**src/rtl/rsq_pkg.sv**
```systemverilog
`timescale 1ns/1ps
package rsq_pkg;

   typedef enum logic [2:0] {
      ST_IDLE  = 3'd0,
      ST_PHY   = 3'd1,
      ST_RX    = 3'd2,
      ST_TX    = 3'd3,
      ST_CCA   = 3'd4,
      ST_MEAS  = 3'd5,
      ST_SLEEP = 3'd6
   } rsq_state_e;

   localparam logic [7:0] CMD_IDLE  = 8'hA1;
   localparam logic [7:0] CMD_PHY   = 8'hA2;
   localparam logic [7:0] CMD_RX    = 8'hA3;
   localparam logic [7:0] CMD_TX    = 8'hA4;
   localparam logic [7:0] CMD_CCA   = 8'hA5;
   localparam logic [7:0] CMD_MEAS  = 8'hA6;
   localparam logic [7:0] CMD_SLEEP = 8'hA7;
   localparam logic [7:0] CMD_RESET = 8'hA8;

   // settling intervals, half-microsecond ticks
   localparam int unsigned T_IDLE_PHY_STD = 284;
   localparam int unsigned T_IDLE_PHY_FSK = 360;
   localparam int unsigned T_PHY_IDLE     = 27;
   localparam int unsigned T_TUNE_CAL     = 384;
   localparam int unsigned T_TUNE_SKIP    = 280;
   localparam int unsigned T_TRX_PHY      = 46;
   localparam int unsigned T_PHY_CCA      = 384;
   localparam int unsigned T_CCA_PHY      = 29;
   localparam int unsigned T_RX_CCA       = 36;
   localparam int unsigned T_CCA_RX       = 410;
   localparam int unsigned T_RX_IDLE      = 11;
   localparam int unsigned T_TX_IDLE      = 61;
   localparam int unsigned T_CCA_IDLE     = 29;
   localparam int unsigned T_IDLE_MEAS    = 38;
   localparam int unsigned T_MEAS_IDLE    = 12;
   localparam int unsigned T_SLEEP_EDGE   = 0;

   localparam int unsigned T_LONGEST_FIXED = 410;

endpackage

```
**src/rtl/rsq_tick_gen.sv**
```systemverilog
`timescale 1ns/1ps
module rsq_tick_gen #(
   parameter int unsigned TICK_DIV = 25
) (
   input  logic clk,
   input  logic rst_n,
   output logic tick_o
);
   generate
      if (TICK_DIV < 1) begin : g_bad_div
         $error("rsq_tick_gen: TICK_DIV must be at least 1");
      end

      if (TICK_DIV == 1) begin : g_every_clock
         assign tick_o = 1'b1;
      end else begin : g_divided
         localparam int unsigned CW = $clog2(TICK_DIV);
         localparam logic [CW-1:0] LAST = CW'(TICK_DIV - 1);
         logic [CW-1:0] div_q;

         assign tick_o = (div_q == LAST);

         always_ff @(posedge clk) begin
            if (!rst_n)      div_q <= '0;
            else if (tick_o) div_q <= '0;
            else             div_q <= div_q + 1'b1;
         end

         // ticks never come on back-to-back clocks when dividing
         a_r4_tick_spaced: assert property (@(posedge clk) disable iff (!rst_n)
            tick_o |=> !tick_o);
      end
   endgenerate
endmodule

```
**src/rtl/rsq_cmd_decode.sv**
```systemverilog
`timescale 1ns/1ps
module rsq_cmd_decode
   import rsq_pkg::*;
(
   input  logic [7:0]  byte_i,
   output logic        known_o,
   output logic        is_reset_o,
   output rsq_state_e  target_o
);
   always_comb begin
      known_o    = 1'b1;
      is_reset_o = 1'b0;
      target_o   = ST_IDLE;
      case (byte_i)
         CMD_IDLE:  target_o = ST_IDLE;
         CMD_PHY:   target_o = ST_PHY;
         CMD_RX:    target_o = ST_RX;
         CMD_TX:    target_o = ST_TX;
         CMD_CCA:   target_o = ST_CCA;
         CMD_MEAS:  target_o = ST_MEAS;
         CMD_SLEEP: target_o = ST_SLEEP;
         CMD_RESET: is_reset_o = 1'b1;
         default:   known_o = 1'b0;
      endcase
   end
endmodule

```
**src/rtl/rsq_delay_lut.sv**
```systemverilog
`timescale 1ns/1ps
module rsq_delay_lut
   import rsq_pkg::*;
#(
   parameter int unsigned EXT_W = 12,
   parameter int unsigned DLY_W = EXT_W + 1
) (
   input  rsq_state_e         cur_i,
   input  rsq_state_e         tgt_i,
   input  logic               mode_fsk_i,
   input  logic               need_cal_i,
   input  logic [EXT_W-1:0]   ext_i,
   output logic               legal_o,
   output logic               tune_o,
   output logic [DLY_W-1:0]   delay_o
);
   logic [DLY_W-1:0] base;
   logic             add_ext;
   logic [DLY_W-1:0] tune_base;

   assign tune_base = need_cal_i ? DLY_W'(T_TUNE_CAL) : DLY_W'(T_TUNE_SKIP);

   always_comb begin
      legal_o = 1'b0;
      tune_o  = 1'b0;
      add_ext = 1'b0;
      base    = '0;
      case (cur_i)
         ST_IDLE: begin
            case (tgt_i)
               ST_PHY: begin
                  legal_o = 1'b1;
                  base = mode_fsk_i ? DLY_W'(T_IDLE_PHY_FSK) : DLY_W'(T_IDLE_PHY_STD);
               end
               ST_MEAS:  begin legal_o = 1'b1; base = DLY_W'(T_IDLE_MEAS);  end
               ST_SLEEP: begin legal_o = 1'b1; base = DLY_W'(T_SLEEP_EDGE); end
               default: ;
            endcase
         end
         ST_PHY: begin
            case (tgt_i)
               ST_IDLE: begin legal_o = 1'b1; base = DLY_W'(T_PHY_IDLE); end
               ST_CCA:  begin legal_o = 1'b1; base = DLY_W'(T_PHY_CCA);  end
               ST_RX, ST_TX: begin
                  legal_o = 1'b1; tune_o = 1'b1; add_ext = 1'b1; base = tune_base;
               end
               default: ;
            endcase
         end
         ST_RX: begin
            case (tgt_i)
               ST_IDLE: begin legal_o = 1'b1; base = DLY_W'(T_RX_IDLE); end
               ST_PHY:  begin legal_o = 1'b1; base = DLY_W'(T_TRX_PHY); end
               ST_CCA:  begin legal_o = 1'b1; base = DLY_W'(T_RX_CCA);  end
               ST_TX: begin
                  legal_o = 1'b1; tune_o = 1'b1; add_ext = 1'b1; base = tune_base;
               end
               ST_RX: begin
                  legal_o = need_cal_i; tune_o = need_cal_i;
                  add_ext = 1'b1; base = tune_base;
               end
               default: ;
            endcase
         end
         ST_TX: begin
            case (tgt_i)
               ST_IDLE: begin legal_o = 1'b1; base = DLY_W'(T_TX_IDLE); end
               ST_PHY:  begin legal_o = 1'b1; base = DLY_W'(T_TRX_PHY); end
               ST_RX: begin
                  legal_o = 1'b1; tune_o = 1'b1; add_ext = 1'b1; base = tune_base;
               end
               ST_TX: begin
                  legal_o = need_cal_i; tune_o = need_cal_i;
                  add_ext = 1'b1; base = tune_base;
               end
               default: ;
            endcase
         end
         ST_CCA: begin
            case (tgt_i)
               ST_IDLE: begin legal_o = 1'b1; base = DLY_W'(T_CCA_IDLE); end
               ST_PHY:  begin legal_o = 1'b1; base = DLY_W'(T_CCA_PHY);  end
               ST_RX:   begin legal_o = 1'b1; base = DLY_W'(T_CCA_RX);   end
               default: ;
            endcase
         end
         ST_MEAS: begin
            if (tgt_i == ST_IDLE) begin legal_o = 1'b1; base = DLY_W'(T_MEAS_IDLE); end
         end
         ST_SLEEP: begin
            if (tgt_i == ST_IDLE) begin legal_o = 1'b1; base = DLY_W'(T_SLEEP_EDGE); end
         end
         default: ;
      endcase
   end

   assign delay_o = base + (add_ext ? {{(DLY_W-EXT_W){1'b0}}, ext_i} : '0);

   // sleep edges are always zero-length
   always_comb begin
      if (legal_o && (tgt_i == ST_SLEEP || cur_i == ST_SLEEP))
         a_r11_sleep_zero: assert (delay_o == '0);
   end
endmodule

```
**src/rtl/rsq_timer.sv**
```systemverilog
`timescale 1ns/1ps
module rsq_timer #(
   parameter int unsigned DLY_W = 13
) (
   input  logic             clk,
   input  logic             rst_n,
   input  logic             load_i,
   input  logic [DLY_W-1:0] load_val_i,
   input  logic             tick_i,
   input  logic             abort_i,
   output logic             busy_o,
   output logic             expire_o
);
   logic [DLY_W-1:0] left_q;
   logic             busy_q;

   assign busy_o   = busy_q;
   assign expire_o = busy_q && (left_q == '0);

   always_ff @(posedge clk) begin
      if (!rst_n) begin
         busy_q <= 1'b0;
         left_q <= '0;
      end else if (abort_i) begin
         busy_q <= 1'b0;
         left_q <= '0;
      end else if (load_i) begin
         busy_q <= 1'b1;
         left_q <= load_val_i;
      end else if (busy_q) begin
         if (left_q == '0)  busy_q <= 1'b0;
         else if (tick_i)   left_q <= left_q - 1'b1;
      end
   end

   // a new interval is only started while none is running
   a_r8_load_when_free: assert property (@(posedge clk) disable iff (!rst_n)
      load_i |-> !busy_q);

   // the remaining count only moves on a tick
   a_r4_count_waits_tick: assert property (@(posedge clk) disable iff (!rst_n)
      (busy_q && left_q != '0 && !tick_i && !abort_i) |=> (left_q == $past(left_q)));
endmodule

```
**src/rtl/radio_seq_ctrl.sv**
```systemverilog
`timescale 1ns/1ps
module radio_seq_ctrl
   import rsq_pkg::*;
#(
   parameter int unsigned TICK_DIV = 25,
   parameter int unsigned CH_W     = 7,
   parameter int unsigned EXT_W    = 12
) (
   input  logic             clk,
   input  logic             rst_n,
   input  logic             cmd_valid_i,
   input  logic [7:0]       cmd_byte_i,
   input  logic             mode_fsk_i,
   input  logic [CH_W-1:0]  chan_i,
   input  logic [EXT_W-1:0] mac_ext_i,
   output logic [2:0]       state_o,
   output logic             busy_o,
   output logic             ready_o,
   output logic             err_o
);
   localparam int unsigned DLY_W = EXT_W + 1;

   generate
      if (CH_W < 1) begin : g_bad_ch
         $error("radio_seq_ctrl: CH_W must be at least 1");
      end
      if ((1 << EXT_W) <= T_LONGEST_FIXED) begin : g_bad_ext
         $error("radio_seq_ctrl: EXT_W too narrow for the fixed intervals");
      end
   endgenerate

   rsq_state_e       state_q, target_q, dec_tgt;
   logic             ready_q, err_q;
   logic             cal_valid_q, pend_tune_q;
   logic [CH_W-1:0]  cal_chan_q, pend_chan_q;
   logic             dec_known, dec_reset;
   logic             tick, need_cal, legal, tune;
   logic [DLY_W-1:0] delay;
   logic             busy, expire, rst_cmd, accept;

   rsq_tick_gen #(.TICK_DIV(TICK_DIV)) tick_i (
      .clk    (clk),
      .rst_n  (rst_n),
      .tick_o (tick)
   );

   rsq_cmd_decode dec_i (
      .byte_i     (cmd_byte_i),
      .known_o    (dec_known),
      .is_reset_o (dec_reset),
      .target_o   (dec_tgt)
   );

   assign need_cal = !cal_valid_q || (chan_i != cal_chan_q);

   rsq_delay_lut #(.EXT_W(EXT_W), .DLY_W(DLY_W)) lut_i (
      .cur_i      (state_q),
      .tgt_i      (dec_tgt),
      .mode_fsk_i (mode_fsk_i),
      .need_cal_i (need_cal),
      .ext_i      (mac_ext_i),
      .legal_o    (legal),
      .tune_o     (tune),
      .delay_o    (delay)
   );

   assign rst_cmd = cmd_valid_i && dec_reset;
   assign accept  = cmd_valid_i && dec_known && !dec_reset && !busy && legal;

   rsq_timer #(.DLY_W(DLY_W)) tmr_i (
      .clk        (clk),
      .rst_n      (rst_n),
      .load_i     (accept),
      .load_val_i (delay),
      .tick_i     (tick),
      .abort_i    (rst_cmd),
      .busy_o     (busy),
      .expire_o   (expire)
   );

   always_ff @(posedge clk) begin
      if (!rst_n) begin
         state_q     <= ST_IDLE;
         target_q    <= ST_IDLE;
         ready_q     <= 1'b0;
         err_q       <= 1'b0;
         cal_valid_q <= 1'b0;
         cal_chan_q  <= '0;
         pend_chan_q <= '0;
         pend_tune_q <= 1'b0;
      end else begin
         ready_q <= 1'b0;
         if (rst_cmd) begin
            state_q     <= ST_IDLE;
            err_q       <= 1'b0;
            cal_valid_q <= 1'b0;
         end else begin
            if (accept) begin
               target_q    <= dec_tgt;
               pend_chan_q <= chan_i;
               pend_tune_q <= tune;
            end
            if (busy && cmd_valid_i && dec_known) err_q <= 1'b1;
            if (expire) begin
               state_q <= target_q;
               ready_q <= 1'b1;
               if (pend_tune_q) begin
                  cal_valid_q <= 1'b1;
                  cal_chan_q  <= pend_chan_q;
               end
               if (target_q == ST_IDLE || target_q == ST_SLEEP) cal_valid_q <= 1'b0;
            end
         end
      end
   end

   assign state_o = state_q;
   assign busy_o  = busy;
   assign ready_o = ready_q;
   assign err_o   = err_q;

   // completion is a single pulse
   a_r3_ready_single: assert property (@(posedge clk) disable iff (!rst_n)
      ready_q |=> !ready_q);

   // the pulse never overlaps a running transition
   a_r3_ready_idle: assert property (@(posedge clk) disable iff (!rst_n)
      ready_q |-> !busy);

   // the state register holds while the interval runs
   a_r3_state_holds: assert property (@(posedge clk) disable iff (!rst_n)
      (busy && !expire && !rst_cmd) |=> (state_q == $past(state_q)));

   // the error flag only falls through a reset command
   a_r8_err_sticky: assert property (@(posedge clk) disable iff (!rst_n)
      (err_q && !rst_cmd) |=> err_q);

   // reset command takes effect on the next edge
   a_r10_reset_now: assert property (@(posedge clk) disable iff (!rst_n)
      rst_cmd |=> (state_q == ST_IDLE && !busy && !err_q && !ready_q));

   // sleep is left only towards idle
   a_r11_sleep_exit: assert property (@(posedge clk) disable iff (!rst_n)
      (state_q == ST_SLEEP) |=> (state_q == ST_SLEEP || state_q == ST_IDLE));

   // the state code stays inside the defined set
   a_r2_state_code: assert property (@(posedge clk) disable iff (!rst_n)
      state_o != 3'd7);
endmodule

```
**config.mk**
```make
export PLATFORM = sky130hd
export DESIGN_NAME = radio_seq_ctrl
export DESIGN_NICKNAME = d
export VERILOG_FILES = /design/src/rtl/rsq_pkg.sv /design/src/rtl/rsq_tick_gen.sv /design/src/rtl/rsq_cmd_decode.sv /design/src/rtl/rsq_delay_lut.sv /design/src/rtl/rsq_timer.sv /design/src/rtl/radio_seq_ctrl.sv
export SDC_FILE = /design/constraint.sdc
export NUM_CORES = 1
export LEC_CHECK = 0
export ABC_CLOCK_PERIOD_IN_PS = 4000
export CAP_MARGIN = 0
export CORE_UTILIZATION = 57
export CTS_CLUSTER_SIZE = 20
export DETAILED_ROUTE_END_ITERATION = 6
export GPL_TIMING_DRIVEN = 0
export PLACE_DENSITY = 0.85
export SLEW_MARGIN = 20
export SYNTH_ARGS = -nofsm -noshare
export SYNTH_HDL_FRONTEND = slang
export SYNTH_SLANG_ARGS = --single-unit
```
**constraint.sdc**
```tcl
create_clock -name clk -period 4 [get_ports clk]
set_clock_uncertainty 0.05 [all_clocks]
set_input_delay 0.4 -clock clk [delete_from_list [all_inputs] [get_ports clk]]
set_output_delay 0.4 -clock clk [all_outputs]
set_load 0.01 [all_outputs]
```
==> impl_metrics.tcl, run 1 <==
set metrics [dict create \
    synthFlopType "dfxtp_1" \
    setup_viol 0 \
    tightest_slew_ps 594 \
    async_flop_share 0 \
    drive_gt1_frac 0.121 \
    pin_count 37 \
    arrival_ps 4110 \
    final_common_cell "dfxtp_1" \
    path_depth 17 \
    cts_tree "built" \
    drc 0 \
    slowest_delay_ps 430 \
    finalHoldViolations 0 \
    die_h_um 75.9 \
    max_freq_mhz 254 \
    crit_required_ps 4180 \
    cellLeakagePower_nw 1.48 \
    cts-root-buf "clkbuf_8" \
    synth_nets 434 \
    die_w_um 75.9 \
    crit_path_max_fanout 8 \
    track_usage 0.279 \
    p_per_area_mw_per_mm2 237 \
    cpLargestDelayFamily "simple AND/OR/NAND/NOR gates" \
    cts_inserted_buffers 5 \
    clock_latency_ps 290 \
    final_core_util 0.746 \
    place_inst 494 \
    path_buf_inv 2 \
    area_growth_pct 24.0 \
    viasPerCell 6.01 \
    die_area_mm2 0.00576 \
    synth-seq-cells 43 \
    critPathKind "primary input to flip-flop" \
    first_global_vias 2909 \
    fin_tns_setup_ps 0 \
    firstDrtPassIters 6 \
    cts.sinks 43 \
    n_antenna_cell 0 \
    synthCells 390 \
    grt_max_degree 14 \
    core_mm2 0.00517 \
    h-tree-depth 2 \
    start_util 0.602 \
    finalWirelength_mm 8.26 \
    hold_class "flip-flop to flip-flop" \
    grt_pass1_wl_mm 13.1 \
    reg2reg_slack_ps 310 \
    cp_common_cell "o21ai_0" \
    slew_headroom 0.601 \
    clock_path_buffers 2 \
    synth_edf_count 0 \
    hold_depth 1 \
    grt_overflow 0 \
    critPathLaunchType "primary input" \
    netlist_area_mm2 0.00311 \
    hpwl_mm 5.76 \
    ys_warn_count 0 \
    avgSynthCellArea_um2 7.98 \
    nets 482 \
    ant_nets 0 \
    crit_path_end_kind "flip-flop" \
    wl_per_cell_um 16.2 \
    vias 3060 \
    clk_pin_slew_ps 80 \
    status "completed" \
    rows 26 \
    ys_seq_area_frac 0.277 \
    gp_congestion 0.931 \
    fin_crit_ps 3930 \
    drt_first_iter_violations 237 \
    max_cap_viol_count 0 \
    finalCritPeriodShare 0.984 \
    cp_cell_sequence "clkdlybuf4s50_1 > or3b_1 > buf_6 > nor2_4 > nand3_4 > or3_1 > o21ai_0 > nor3b_1 > o21ai_0 > ha_1 > nand3_1 > o2111ai_2 > a41oi_2 > nor2_1 > xnor2_1 > or4_1 > a21oi_2" \
    ir_drop_mv 0.258 \
    r2r_cells 13 \
    drv_slew 0 \
    layout_common_cells "dfxtp_1, nand2_1, nor2_1, clkdlybuf4s50_1, xnor2_1" \
    ys_types 60 \
    port_buffers 34 \
    cp_slowest_cell "clkdlybuf4s50_1" \
    antenna_found_initial 0 \
    stdcell_count 509 \
]
logic make-up (layout without fill, tap and decap cells):
logic type / count (synthesis) / count (layout) / share of synthesized area
compound gates: 71 / 71 / 0.158
simple gates: 179 / 179 / 0.304
xor+xnor: 33 / 33 / 0.0928
mux: 21 / 21 / 0.0675
fa+ha+maj: 13 / 13 / 0.0547
buf+inv: 30 / 79 / 0.0462
flops: 43 / 43 / 0.277
final cells by class:
class / count / area, um2
plain buffers: 20 / 114
clock buffers: 6 / 72.6
clock inverters: 2 / 60.1
fillers: 384 / 1310
inverters: 10 / 37.5
multi-input cells: 317 / 2230
flip-flops and latches: 43 / 861
well taps: 70 / 87.6
repair buffers: 41 / 393
what timing repair did:
item,in CTS,in global routing
setup buffers,0,7
pin swaps,1,9
gates cloned,0,0
hold buffers,0,0
gates resized for setup,9,26
setup endpoints to repair,5,4
path summary, 6_finish.rpt:
path / startpoint / to
hold reg to reg: tick_i.g_divided.div_q[0] / tick_i.g_divided.div_q[0]
setup / recovery: cmd_byte_i[4] / tmr_i.left_q[11]
hold / removal: tick_i.g_divided.div_q[0] / tick_i.g_divided.div_q[0]
setup reg to reg: state_o[2] / tmr_i.left_q[11]
synthesized netlist by cell type, drive strengths merged (2+ instances only):
cell    count  share of area
nor2       38          0.048
nand3      20          0.032
o311ai      2         0.0080
a211oi      8          0.021
nor3       14          0.026
a311oi      2         0.0056
o21ai      12          0.019
nand4       3         0.0060
ha         12          0.048
clkbuf     13          0.016
or3b        2         0.0056
or3         5          0.010
xnor2      23          0.065
o22ai       3         0.0060
mux2i      21          0.068
buf         7          0.018
o31ai       4         0.0096
and3        3         0.0060
nand2      40          0.048
dfxtp      43           0.28
o21bai      2         0.0048
nor3b       3         0.0088
or2         5          0.010
inv        10          0.012
a21oi      17          0.027
xor2       10          0.028
a31oi       4         0.0080
nor4        3          0.011
nor2b      19          0.038
nand2b      5          0.010
and2       11          0.022
or4         4         0.0096
a21o        3         0.0072
a21boi      3         0.0072
report_power, final:
group          leakage, nW  switching [mW]  internal, mW
combinational         1.07          0.0393        0.0444
clock               0.0654           0.148         0.250
sequential           0.347         0.00240         0.430
total                 1.48           0.189         0.724
registers in the layout (all words and copies together) (netlist names):
signal	cells
tmr_i.left_q	13
cal_chan_q	7
pend_chan_q	7
tick_i.g_divided.div_q	5
state_o	3
target_q	3
cal_valid_q	1
err_o	1
pend_tune_q	1
ready_o	1
tmr_i.busy_o	1
through the flow:
step	hold WS [ps]	total power, mW	setup slack [ps]	instance area (um2)
3_3_place_gp	396	0.522	-573	3540
5_1_grt	468	0.946	-56.8	3860
3_5_place_dp	408	0.523	-658	3540
2_1_floorplan	380	0.481	273	3110
4_1_cts	427	0.915	2.70	3710
6_report	420	0.914	65.5	3860
layer usage:
| metal | up-vias | share of wire | track usage |
|---|---|---|---|
| met2 | 140 | 0.51 | 0.485 |
| met4 | 0 | 0.015 | 0.0712 |
| met1 | 1429 | 0.42 | 0.362 |
| li1 | 1475 | - | - |
| met5 | - | 0 | 0 |
| met3 | 16 | 0.058 | 0.0398 |
(Power assumes the default switching activity.)
==> inputs of run 2 (changes only) <==
Settings changed: CORE_UTILIZATION 57 to 45, PLACE_DENSITY 0.85 to 0.71.
==> run 2 against run 1 <==
Compared with the run above:
- combinational power rose by 1%
- routed wire length fell by 5.3%
- die area rose by 26%
- worst hold slack improved by 4.6 ps
- via count fell by 3.3%
- power fell by 4.7%
- first-iteration DRC count fell by 49%
- sequential share of layout area barely moved
- critical path type unchanged
==> impl_metrics.tcl, run 2 (same netlist as run 1, synthesis figures left out) <==
set metrics [dict create \
    max_freq_mhz 260 \
    max_cap_viol_count 0 \
    drv_slew 0 \
    p_total_mw 0.871 \
    cts_inserted_buffers 5 \
    arrival_ps 4020 \
    hold_class "flip-flop to flip-flop" \
    viasPerCell 5.70 \
    fin_crit_ps 3840 \
    holdWs_ps 425 \
    clock_path_buffers 2 \
    grt_pass1_wl_mm 13.1 \
    largest_reg_flops 13 \
    grt_overflow 0 \
    die_area_mm2 0.00725 \
    path_buf_inv 1 \
    port_buffers 34 \
    finalCritPeriodShare 0.960 \
    place_inst 501 \
    cp_cell_sequence "clkdlybuf4s50_1 > nand2b_1 > nor2_4 > nand3_4 > or3b_4 > o211a_1 > o22ai_4 > ha_4 > a21oi_4 > o2111ai_2 > a41oi_2 > nor2_1 > xnor2_1 > or4_1 > a21oi_1" \
    core_mm2 0.00649 \
    tightest_slew_ps 574 \
    critPathLaunchType "primary input" \
    track_usage 0.225 \
    first_global_vias 2870 \
    hpwl_mm 5.78 \
    regMostFlops "tmr_i.left_q" \
    pin_count 37 \
    p_per_area_mw_per_mm2 226 \
    setup_viol 0 \
    firstDrtPassIters 4 \
    rows 29 \
    layout_common_cells "dfxtp_1, nand2_1, nor2_1, clkdlybuf4s50_1, xnor2_1" \
    finalWirelength_mm 7.82 \
    drive_gt1_frac 0.124 \
    die_h_um 85.2 \
    vias 2960 \
    drt_first_iter_violations 120 \
    drc 0 \
    cpLargestDelayFamily "simple AND/OR/NAND/NOR gates" \
    crit_required_ps 4180 \
    antenna_found_initial 0 \
    die_w_um 85.2 \
    rsz0062_at_grt "false" \
    crit_path_max_fanout 6 \
    crit_path_end_kind "flip-flop" \
    clock_latency_ps 300 \
    dpl_worst_slack_ps -697 \
    final_common_cell "dfxtp_1" \
    cts-root-buf "clkbuf_8" \
    finalHoldViolations 0 \
    n_antenna_cell 0 \
    cts.sinks 43 \
    status "completed" \
    gp_congestion 0.876 \
    ant_nets 0 \
    worst_slack_ps 161 \
    grt_max_degree 16 \
    ctsHoldBuffers 0 \
    nets 485 \
    cp_slowest_cell "or4_1" \
    area_growth_pct 23.8 \
    slew_headroom 0.612 \
    cellLeakagePower_nw 1.52 \
    ir_drop_mv 0.136 \
    wl_per_cell_um 15.1 \
    cts_tree "built" \
    h-tree-depth 2 \
    slowest_delay_ps 530 \
    top_regs "tmr_i.left_q: 13 flops, cal_chan_q: 7 flops, pend_chan_q: 7 flops" \
    start_util 0.479 \
    stdcell_count 519 \
    clk_pin_slew_ps 90 \
    fin_tns_setup_ps 0 \
    critPathKind "primary input to flip-flop" \
]
-- run 2: cell types whose count changed in the layout (fill, tap and decap cells not counted), sizes merged --
cell | previous run | this run
clkinv | 0 | 1
buf | 16 | 19
bufinv | 2 | 1
clkdlybuf4s50 | 34 | 30
dlymetal6s2s | 0 | 4
-- run 2: final cells by class --
class / count / area [um2]
Buffer: 18 / 95.1
Clock inverter: 2 / 35.0
Inverter: 10 / 37.5
Sequential cell: 43 / 861
Tap cell: 77 / 96.3
Clock buffer: 6 / 82.6
Multi-Input combinational cell: 317 / 2210
Timing Repair Buffer: 46 / 440
Fill cell: 576 / 2640
-- run 2: power by group --
group	total (mW)	internal, mW	switching (mW)
Combinational	0.0849	0.0450	0.0400
Clock	0.353	0.202	0.151
Sequential	0.433	0.430	0.00231
Total	0.871	0.677	0.193
-- run 2: worst reg2reg max path, delay by kind of cell, from the launching register on --
kind | cells | cell delay [ps]
compound gates | 6 | 1130
xor+xnor | 1 | 130
fa+ha+maj | 1 | 260
buf+inv | 1 | 170
flops | 1 | 310
simple gates | 5 | 1550
-- run 2: timing repair --
item,CTS,global route
resized for setup,9,21
setup endpoints to repair,5,4
gates cloned,0,0
pin swaps,1,13
buffers inserted,1,11
-- run 2: worst paths after layout --
kind | slack (ps) | depth (start not counted) | to | start
worst min register to register | 420 | 1 | tick_i.g_divided.div_q[0] | tick_i.g_divided.div_q[0]
worst max register to register | 340 | 14 | tmr_i.left_q[11] | state_o[0]
worst max-delay path | 160 | 15 | tmr_i.left_q[11] | cmd_byte_i[3]
worst min-delay path | 420 | 1 | tick_i.g_divided.div_q[0] | tick_i.g_divided.div_q[0]
-- run 2: per-stage QoR --
| stage | utilization | instance area, um2 |
|---|---|---|
| after floorplan | - | 3110 |
| after global placement | 0.547 | 3550 |
| final | 0.594 | 3850 |
| after CTS | 0.571 | 3710 |
| after global routing | 0.594 | 3850 |
| after detailed placement | 0.547 | 3550 |
-- run 2: metal layers --
layer,track usage,vias up,share of wire
met2,0.381,70,0.48
li1,-,1480,-
met3,0.0340,6,0.039
met4,0.0755,0,0.0091
met5,0,-,0
met1,0.291,1404,0.47
==> inputs of run 3 (changes only) <==
Settings changed: PLACE_DENSITY 0.71 to 0.7, SYNTH_HIERARCHICAL from default to 1.
==> run 3 against run 2 <==
Compared with the run above:
- non-clock buffer count unchanged
- sequential share of layout area decreased by 0.61 points
- critical endpoint is now tmr_i/left_q[11]
- final cell count increased by 8.9%
- first-iteration DRC count increased by 63%
- synthesized cell count increased by 6.9%
- via count increased by 10%
- sequential power about the same
- utilization decreased by 1.7 points
- critical path type unchanged
- area after synthesis increased by 4.5%
- worst setup slack improved by 42 ps
- final area increased by 2.8%
- die area increased by 4.4%
==> impl_metrics.tcl, run 3 <==
set metrics [dict create \
    area_growth_pct 21.9 \
    drv_slew 0 \
    cts_inserted_buffers 5 \
    ys_types 71 \
    pin_count 37 \
    slowest_delay_ps 520 \
    slew_headroom 0.484 \
    startpoint "cmd_byte_i[6]" \
    design_area_mm2 0.00396 \
    fin_crit_ps 3800 \
    start_util 0.473 \
    rows 30 \
    port_buffers 36 \
    drive_gt1_frac 0.115 \
    stdcell_count 565 \
    fin_tns_setup_ps 0 \
    async_flop_share 0 \
    p_total_mw 0.812 \
    regMostFlops "tmr_i/left_q" \
    synth_nets 462 \
    cp_slowest_cell "or4b_1" \
    wl_per_cell_um 14.2 \
    ys_warn_count 6 \
    finalHoldViolations 0 \
    finalCritPeriodShare 0.949 \
    arrival_ps 3970 \
    h-tree-depth 2 \
    status "completed" \
    clk_pin_slew_ps 80 \
    critPathLaunchType "primary input" \
    clock_path_buffers 2 \
    firstDrtPassIters 5 \
    dpl_worst_slack_ps -656 \
    path_buf_inv 3 \
    yosysTopAreaCell "dfxtp_1" \
    tightest_slew_ps 767 \
    ir_drop_mv 0.177 \
    combPwrFrac 0.091 \
    layout_common_cells "nand2_1, dfxtp_1, clkdlybuf4s50_1, a21oi_1, nor2_1" \
    cp_common_cell "nand3_1" \
    cts_tree "built" \
    switching_share 0.227 \
    yosysMostFrequentCell "nand2_1" \
    final_core_util 0.577 \
    die_area_mm2 0.00757 \
    crit_path_end_kind "flip-flop" \
    vias 3260 \
    synthFlopType "dfxtp_1" \
    ant_nets 0 \
    gp_congestion 0.906 \
    grt_max_degree 14 \
    grt_pass1_wl_mm 13.5 \
    worst_slack_ps 202 \
    top_regs "tmr_i/left_q: 13 flops, cal_chan_q: 7 flops, pend_chan_q: 7 flops" \
    final_common_cell "nand2_1" \
    netlist_top_cells_count "nand2_1, dfxtp_1, a21oi_1" \
    core_mm2 0.00687 \
    place_inst 549 \
    viasPerCell 5.77 \
    p_clk_frac 0.375 \
    grt_overflow 0 \
    hpwl_mm 5.97 \
    die_h_um 87.0 \
    rsz0062_at_grt "false" \
    nets 513 \
    max_freq_mhz 263 \
    critPathKind "primary input to flip-flop" \
    synth_edf_count 0 \
    drt_first_iter_violations 196 \
    largest_reg_flops 13 \
    switchingPower_mw 0.184 \
    intPower_mw 0.628 \
    cellLeakagePower_nw 1.48 \
    r2r_start "cal_chan_q[6]" \
    crit_path_max_fanout 10 \
    netlist_area_mm2 0.00325 \
    track_usage 0.224 \
    worstHoldStart "pend_chan_q[0]" \
    clock_latency_ps 300 \
    ys_seq_area_frac 0.265 \
    yosysTopAreaCellShare 0.265 \
    holdWs_ps 411 \
    synth_area_leaders "dfxtp_1, nand2_1, ha_1" \
    n_antenna_cell 0 \
    hold_class "flip-flop to flip-flop" \
    cts.sinks 43 \
    cpLargestDelayFamily "simple AND/OR/NAND/NOR gates" \
    placed_area_mm2 0.00373 \
    p_seq_frac 0.533 \
    finalWirelength_mm 8.05 \
    die_w_um 87.0 \
    first_global_vias 2980 \
    synth-seq-cells 43 \
    avgSynthCellArea_um2 7.80 \
    setup_viol 0 \
    cp_cell_sequence "clkdlybuf4s50_1 > nand4bb_4 > nor4_4 > buf_4 > clkbuf_2 > nand3_1 > o221a_2 > nor2_1 > ha_1 > nand3_1 > o211ai_2 > a31oi_2 > or4b_1 > nand2_1 > o21ai_0 > a211oi_1" \
    crit_required_ps 4170 \
    p_per_area_mw_per_mm2 205 \
    antenna_found_initial 0 \
    synthCells 417 \
    cts-root-buf "clkbuf_8" \
    drc 0 \
    max_cap_viol_count 0 \
]
run 3: cell count changes in the layout (fill, tap and decap cells not counted), sizes merged, moves of 8 or more:
cell	delta
o21ai	+13
xnor2	-15
nor2b	-16
nand2	+9
nor2	-9
a21oi	+12
a31oi	+8
run 3: power groups by stage:
stage	Clock (mW)	Sequential (mW)	Combinational, mW
after global placement	0	0.443	0.0696
after global routing	0.333	0.434	0.0808
after CTS	0.312	0.433	0.0734
final	0.305	0.433	0.0743
after floorplan	0	0.443	0.0280
after detailed placement	0	0.443	0.0715
run 3: repair_timing:
action | in CTS | in global routing
hold buffers | 0 | 0
setup endpoints to repair | 7 | 5
setup buffers | 5 | 3
pin swaps | 2 | 3
gates resized for setup | 10 | 11
hold endpoints to repair | 0 | 0
run 3: final cells by class:
| class | count | area (um2) |
|---|---|---|
| plain buffers | 20 | 124 |
| clock buffers | 7 | 96.3 |
| repair buffers | 44 | 424 |
| clock inverters | 1 | 7.51 |
| fillers | 639 | 2910 |
| multi-input cells | 338 | 2270 |
| inverters | 16 | 60.1 |
| flip-flops and latches | 43 | 861 |
| well taps | 96 | 120 |
run 3: final timing paths:
check	cells after the start	slack, ps	end
setup reg to reg	16	510	tmr_i/left_q[11]
setup / recovery	16	200	tmr_i/left_q[11]
hold / removal	2	410	pend_chan_q[0]
hold reg to reg	2	410	pend_chan_q[0]
run 3: routing by layer:
| metal | track usage | share of wire | up-vias |
|---|---|---|---|
| met5 | 0 | 0 | - |
| met4 | 0.0818 | 0.013 | 0 |
| met3 | 0.0284 | 0.043 | 14 |
| met2 | 0.364 | 0.46 | 100 |
| met1 | 0.303 | 0.48 | 1518 |
| li1 | - | - | 1628 |
run 3: worst min-delay path, stage by stage, from the launching register on:
cell and delay, ps:
dfxtp_1 320, nand2_1 50, mux2i_1 50
run 3: logic make-up (layout without fill, tap and decap cells):
| logic type | Yosys count | in the layout | synth area share |
|---|---|---|---|
| multiplexers | 16 | 16 | 0.0492 |
| adder cells (fa/ha/maj) | 14 | 14 | 0.0562 |
| buffers and inverters | 36 | 88 | 0.0519 |
| flip-flops | 43 | 43 | 0.265 |
| AO/OA/AOI/OAI | 104 | 104 | 0.203 |
| XOR/XNOR | 23 | 23 | 0.0619 |
| AND/OR/NAND/NOR | 181 | 181 | 0.313 |
